--- config.mk ---
export PLATFORM = sky130hd
export DESIGN_NAME = gpo_latch_port
export DESIGN_NICKNAME = d
export VERILOG_FILES = /design/src/rtl/gpo_pkg.sv /design/src/rtl/gpo_decode.sv /design/src/rtl/gpo_bit_cell.sv /design/src/rtl/gpo_read_mux.sv /design/src/rtl/gpo_latch_port.sv
export SDC_FILE = /design/constraint.sdc
export NUM_CORES = 1
export LEC_CHECK = 0
export ABC_AREA = 0
export BUFFER_PORTS_ARGS = -buffer_cell sky130_fd_sc_hd__buf_2
export CORE_MARGIN = 10
export CORE_UTILIZATION = 48
export CTS_BUF_LIST = sky130_fd_sc_hd__clkbuf_8
export CTS_CLUSTER_SIZE = 25
export DETAILED_ROUTE_END_ITERATION = 7
export PLACE_DENSITY = 0.92
export SLEW_MARGIN = 20
export SYNTH_ARGS = -nofsm -noshare
export SYNTH_HDL_FRONTEND = slang
export SYNTH_SLANG_ARGS = --single-unit
--- constraint.sdc ---
create_clock -name clk_i -period 1.3 [get_ports clk_i]
set_input_delay 0.13 -clock clk_i [delete_from_list [all_inputs] [get_ports clk_i]]
set_output_delay 0.13 -clock clk_i [all_outputs]
set_load 0.02 [all_outputs]
--- src/rtl/gpo_pkg.sv ---
package gpo_pkg;
  localparam int unsigned ADDR_W = 3;

  localparam logic [ADDR_W-1:0] A_DATA = 3'd0;
  localparam logic [ADDR_W-1:0] A_SET  = 3'd1;
  localparam logic [ADDR_W-1:0] A_CLR  = 3'd2;
  localparam logic [ADDR_W-1:0] A_TGL  = 3'd3;
  localparam logic [ADDR_W-1:0] A_DIR  = 3'd4;

  typedef struct packed {
    logic data_we;
    logic set_we;
    logic clr_we;
    logic tgl_we;
    logic dir_we;
  } gpo_wr_t;
endpackage

--- src/rtl/gpo_decode.sv ---
module gpo_decode
  import gpo_pkg::*;
(
  input  logic [ADDR_W-1:0] addr_i,
  input  logic              we_i,
  output gpo_wr_t           wr_o
);
  always_comb begin
    wr_o = '0;
    if (we_i) begin
      unique case (addr_i)
        A_DATA:  wr_o.data_we = 1'b1;
        A_SET:   wr_o.set_we  = 1'b1;
        A_CLR:   wr_o.clr_we  = 1'b1;
        A_TGL:   wr_o.tgl_we  = 1'b1;
        A_DIR:   wr_o.dir_we  = 1'b1;
        default: wr_o = '0;
      endcase
    end
  end
endmodule

--- src/rtl/gpo_bit_cell.sv ---
module gpo_bit_cell
  import gpo_pkg::*;
(
  input  logic    clk_i,
  input  logic    rst_ni,
  input  gpo_wr_t wr_i,
  input  logic    wbit_i,
  output logic    lat_o,
  output logic    dir_o
);
  logic lat_q, dir_q;

  // priority: direct data, clear, set, toggle
  always_ff @(posedge clk_i or negedge rst_ni) begin
    if (!rst_ni) begin
      lat_q <= 1'b0;
    end else if (wr_i.data_we) begin
      lat_q <= wbit_i;
    end else if (wr_i.clr_we && wbit_i) begin
      lat_q <= 1'b0;
    end else if (wr_i.set_we && wbit_i) begin
      lat_q <= 1'b1;
    end else if (wr_i.tgl_we && wbit_i) begin
      lat_q <= ~lat_q;
    end
  end

  always_ff @(posedge clk_i or negedge rst_ni) begin
    if (!rst_ni)           dir_q <= 1'b0;
    else if (wr_i.dir_we)  dir_q <= wbit_i;
  end

  assign lat_o = lat_q;
  assign dir_o = dir_q;
endmodule

--- src/rtl/gpo_read_mux.sv ---
module gpo_read_mux
  import gpo_pkg::*;
#(
  parameter int unsigned DATA_W = 32
) (
  input  logic [ADDR_W-1:0] addr_i,
  input  logic [DATA_W-1:0] lat_i,
  input  logic [DATA_W-1:0] dir_i,
  output logic [DATA_W-1:0] rdata_o
);
  always_comb begin
    unique case (addr_i)
      A_DATA:  rdata_o = lat_i;
      A_DIR:   rdata_o = dir_i;
      default: rdata_o = '0;  // aliases and unmapped read zero
    endcase
  end
endmodule

--- src/rtl/gpo_latch_port.sv ---
module gpo_latch_port
  import gpo_pkg::*;
#(
  parameter int unsigned        DATA_W    = 32,
  parameter logic [DATA_W-1:0]  IMPL_MASK = 32'h07FC_1FFF
) (
  input  logic              clk_i,
  input  logic              rst_ni,
  input  logic [ADDR_W-1:0] addr_i,
  input  logic              we_i,
  input  logic [DATA_W-1:0] wdata_i,
  output logic [DATA_W-1:0] rdata_o,
  output logic [DATA_W-1:0] pad_o,
  output logic [DATA_W-1:0] oe_o
);
  gpo_wr_t           wr;
  logic [DATA_W-1:0] wdata_m;
  logic [DATA_W-1:0] latch_q;
  logic [DATA_W-1:0] dir_q;

  // reserved positions never see a 1, so their cells stay at reset value
  assign wdata_m = wdata_i & IMPL_MASK;

  gpo_decode u_dec (
    .addr_i (addr_i),
    .we_i   (we_i),
    .wr_o   (wr)
  );

  for (genvar i = 0; i < DATA_W; i++) begin : g_bit
    gpo_bit_cell u_cell (
      .clk_i  (clk_i),
      .rst_ni (rst_ni),
      .wr_i   (wr),
      .wbit_i (wdata_m[i]),
      .lat_o  (latch_q[i]),
      .dir_o  (dir_q[i])
    );
  end

  gpo_read_mux #(.DATA_W(DATA_W)) u_rd (
    .addr_i  (addr_i),
    .lat_i   (latch_q),
    .dir_i   (dir_q),
    .rdata_o (rdata_o)
  );

  assign oe_o  = dir_q;
  assign pad_o = latch_q & dir_q;
endmodule

# After elaboration in Yosys (flattened, before gate mapping)
# Index checks and enable logic that the tools add are counted.
[op_classes] muxes=95 n_bitwise=23 eq_ne=4 reduce_logical=89
[op_table] op="1-bit 2-to-1 mux" count=93
[op_table] op="4-bit nonzero test" count=22
[op_table] op="1-bit logical AND" count=66
[op_table] op="27-bit one-hot mux with 2 select lines" count=1
[op_table] op="27-bit bitwise AND" count=1
[op_table] op="1-bit inverter" count=22
[op_table] op="3-bit by 2-bit == test with 1-bit output (second input constant)" count=2
[op_table] op="5-bit 2-to-1 mux" count=1
[op_table] op="3-bit by 1-bit == test with 1-bit output (second input constant)" count=1
[op_table] op="3-bit == test (second input constant)" count=1
[op_table] op="3-bit zero test" count=1
[word_totals] input_bits=38 ff_bits=44 wordCells=255

# Depth between registers and ports, before layout
[logic_depth] ltp_word=8 ltp_mapped=6

# Hierarchy
# A second synthesis with hierarchy kept.
[hier_totals] cells_unflattened=399 area_unflattened_um2=3866.2
[modules_own_cells] module="gpo_bit_cell" cells_per_inst=9 instances=32 area_per_inst_um2=96.3
[modules_own_cells] module="gpo_read_mux" cells_per_inst=73 instances=1 area_per_inst_um2=515.5
[modules_own_cells] module="gpo_latch_port" cells_per_inst=33 instances=1 area_per_inst_um2=203.9
[modules_own_cells] module="gpo_decode" cells_per_inst=5 instances=1 area_per_inst_um2=63.8

# Least setup slack after synthesis
# No wires, ideal clock.
[synth_path] path_kind="input to register" start="in addr_i[1]" end="reg g_bit[0].u_cell.dir_q" setup_ns=0.127 arrival_time_ns=1.082 path_buffers=2 required_time_ns=1.173 setup_slack_ns=0.090 stages=5 path_cell_list="or2_1 buf_4 nor2_8 buf_8 mux2_1"
[synth_between] elab_chain_cells=3
[synth_rtl] element="start, declared" line="gpo_latch_port.sv:9" source="input logic [ADDR_W-1:0] addr_i,"
[synth_rtl] element="3-bit == test" line="gpo_decode.sv:11" source="unique case (addr_i)"
[synth_rtl] element="1-bit 2-to-1 mux" line="gpo_decode.sv:11"
[synth_rtl] element="5-bit 2-to-1 mux" line="gpo_decode.sv:10" source="if (we_i) begin"
[synth_rtl] element="end signal, assigned" line="gpo_bit_cell.sv:30" source="else if (wr_i.dir_we) dir_q <= wbit_i;"
[synth_rtl] element="end, declared" line="gpo_bit_cell.sv:11" source="logic lat_q, dir_q;"
# No other way between the ends.
# A chain may end at the register's enable or synchronous reset.

# Worst setup path after layout
[layout_path] start="reg g_bit[12].u_cell.lat_q" end="out rdata_o[12]"
[layout_between] elab_chain_cells=1
[layout_rtl] element="start, declared" line="gpo_bit_cell.sv:11"
[layout_rtl] element="start signal, assigned" line="gpo_bit_cell.sv:18" source="lat_q <= wbit_i;"
[layout_rtl] element="start signal, assigned" line="gpo_bit_cell.sv:24" source="lat_q <= ~lat_q;"
[layout_rtl] element="27-bit one-hot mux with 2 select lines" line="gpo_read_mux.sv:12" source="unique case (addr_i)"
[layout_rtl] element="end, declared" line="gpo_latch_port.sv:12" source="output logic [DATA_W-1:0] rdata_o,"
# No other way between the ends.

==> impl_metrics.toml <==
[outcome]
status = "completed"

[clocking]
cts_buffer_depth = 2
clk_pin_slew_worst_paths_ns = 0.08
cts_tree = "yes"
cts_buffers = 5
clk_latency_ns = 0.29
htreeDepth = 2
cts_root_buf = "clkbuf_8"
cts.sinks = 44

[power_and_ir_drop]
power.density_nw_per_um2 = 1434
leakagePower_nw = 1.634
peakVddDrop_mv = 0.8062
power_w = 0.004630

[sta]
slew_violations = 0
whs_ns = 0.09345
finalCritPeriodShare_pct = 94.16
min_period_ns = 1.224
skew_ns = 0
rsz0062_at_grt = "no"
max_freq_mhz = 817.0
report.final.hold_viol_count = 0
setup_viol = 0
tns_ns = 0

[logic_synthesis]
yosysWarnings = 0
post_synth_most_frequent_cells = "buf_4 (53), dfrtp_1 (44)"
synth_edf_count = 0
netlist_area_um2 = 2799
avgSynthCellArea_um2 = 9.424
synth_most_common_cell = "buf_4"
synth_top_area_cell = "dfrtp_1"
synthCells = 297
ys.flop_type = "dfrtp_1"
ys_seq_elements = 44
synthArstFlopShare_pct = 100.0
synth_top_area_share_pct = 39.34
synth.top_cells.by_area = "dfrtp_1 (39%), buf_4 (14%), mux2_1 (8.0%)"
synth_seq_area_share_pct = 39.34
synth.distinct_cells = 20

[die]
fp.dieW_um = 96.36
io_pins = 134
core_area_um2 = 5574
rows = 27
dieArea_um2 = 9285
initial_core_util_pct = 50.21
die_h_um = 96.36

[final_layout]
nets = 406
area_growth_syn_to_layout_pct = 15.38
fillers = 519
diodes = 0
final_layout_size_suffix_gt1_share_pct = 31.79
stdcell_area_um2 = 3229
multi_input_area_um2 = 1321
finish.utilization_pct = 57.93
regArea_um2 = 1101

[global_route]
grt_max_degree = 45
antenna_found_initial = 0
grt_overflow = 0
grt_pass1_vias = 2320
grt_pass1_wl_mm = 11.48
grt_usage_pct = 15.39

[setup_path]
cp.arrival_ns = 1.09
startpoint_type = "register"
crit_path_top_delay_cell = "dfrtp_1"
endpoint_kind = "output pin"
cpPeakStageDelay_ns = 0.43
cp_top_family = "flip-flops"
cp.required_ns = 1.17
cp.buffers_inverters = 1
crit_path_max_fanout = 4
crit_chain = "mux2i_1 -> nor2_1 -> buf_2"
criticalPathCategory = "register to output pin"

[worst_hold_path]
hold_class = "input port to register"

[placed_design]
place_congestion = 0.7633
dpl-instance-area_um2 = 3120
place_hpwl_mm = 5.638
port_buffers = 93

[route]
wl_per_cell_um = 17.00
drc = 0
viasPerCell = 5.209
drt_pass1_iterations = 4
ant_nets = 0
drt-total-wl_mm = 7.480
vias = 2292
drtIter0Drc = 102

[run]
cap_violations = 0
## registers in the layout (all words and copies together), names as in the netlist
register	cells
g_bit.u_cell.dir_o	22
g_bit.u_cell.lat_o	22
## routing by layer
metal  wire length, um  part of all wire (%)  track usage (%)
met4                74                  0.99            4.479
met3               668                   8.9            4.202
met5                 0                     0                0
met1              2748                    37            17.81
met2              3988                    53            27.13
## cell usage in the layout, fill, tap and decap left out
| cell | n |
|---|---|
| buf_4 | 5 |
| buf_2 | 93 |
| buf_6 | 2 |
| a31oi_1 | 22 |
| or2_4 | 1 |
| nand3_1 | 22 |
| nand2b_1 | 1 |
| mux2i_1 | 22 |
| nor2_8 | 1 |
| nor2_1 | 22 |
| dfrtp_1 | 44 |
| mux2_2 | 2 |
| nand2_1 | 1 |
| buf_12 | 5 |
| clkinv_2 | 1 |
| conb_1 | 30 |
| nor2b_4 | 1 |
| mux2_1 | 20 |
| clkbuf_8 | 5 |
| and2_1 | 22 |
| a21oi_1 | 22 |
| dlygate4sd3_1 | 1 |
| clkinvlp_4 | 1 |
| o21ai_0 | 22 |
## timing repair
action | in CTS | in global routing
buffers inserted | 0 | 1
hold buffers | 1 | 0
hold endpoints to repair | 44 | 0
gates resized for setup | 1 | 2
endpoints found under the setup margin | 1 | 11
## area by class of cell
cell class	count	area share (%)
timing repair buffer	106	19.68
clock inverter	2	0.3874
multi-input combinational	211	40.91
sequential	44	34.10
tap	72	2.790
clock buffer	5	2.131
## kinds of logic (layout without fill, tap and decap cells)
family	Yosys count	count (layout)	synth area share (%)
AND/OR/NAND/NOR	71	71	13.32
flip-flops	44	44	39.34
AO/OA/AOI/OAI	66	66	12.79
multiplexers	44	44	16.72
buffers and inverters	71	113	17.70
other	1	30	0.1340
## stage by stage
stage | setup WS, ns | std cells
global placement | -0.04566 | 431
global route | 0.005205 | 440
CTS | 0.02025 | 439
finish | 0.07596 | 440
detailed placement | -0.08762 | 431
floorplan | 0.09044 | 326
## power by group
| part | total, W | internal (W) | switching [W] |
|---|---|---|---|
| Sequential | 0.00199 | 0.00169 | 0.000306 |
| Combinational | 0.00183 | 0.000700 | 0.00113 |
| Clock | 0.000808 | 0.000364 | 0.000444 |
## worst paths after layout
| path | start | end | slack [ns] | depth (start not counted) |
|---|---|---|---|---|
| max in group asynchronous | rst_ni | g_bit[6].u_cell.lat_o$_DFFE_PN0P_ | 0.75 | 3 |
| hold reg to reg | g_bit[23].u_cell.dir_o$_DFFE_PN0P_ | g_bit[23].u_cell.dir_o$_DFFE_PN0P_ | 0.54 | 1 |
| min in group asynchronous | rst_ni | g_bit[20].u_cell.dir_o$_DFFE_PN0P_ | 0.33 | 3 |
| setup reg to reg | g_bit[1].u_cell.dir_o$_DFFE_PN0P_ | g_bit[1].u_cell.dir_o$_DFFE_PN0P_ | 0.46 | 1 |
| hold / removal | wdata_i[20] | g_bit[20].u_cell.dir_o$_DFFE_PN0P_ | 0.09 | 2 |
| setup / recovery | g_bit[12].u_cell.lat_o$_DFFE_PN0P_ | rdata_o[12] | 0.08 | 3 |
Note: power is estimated with default switching activity, not from simulation.
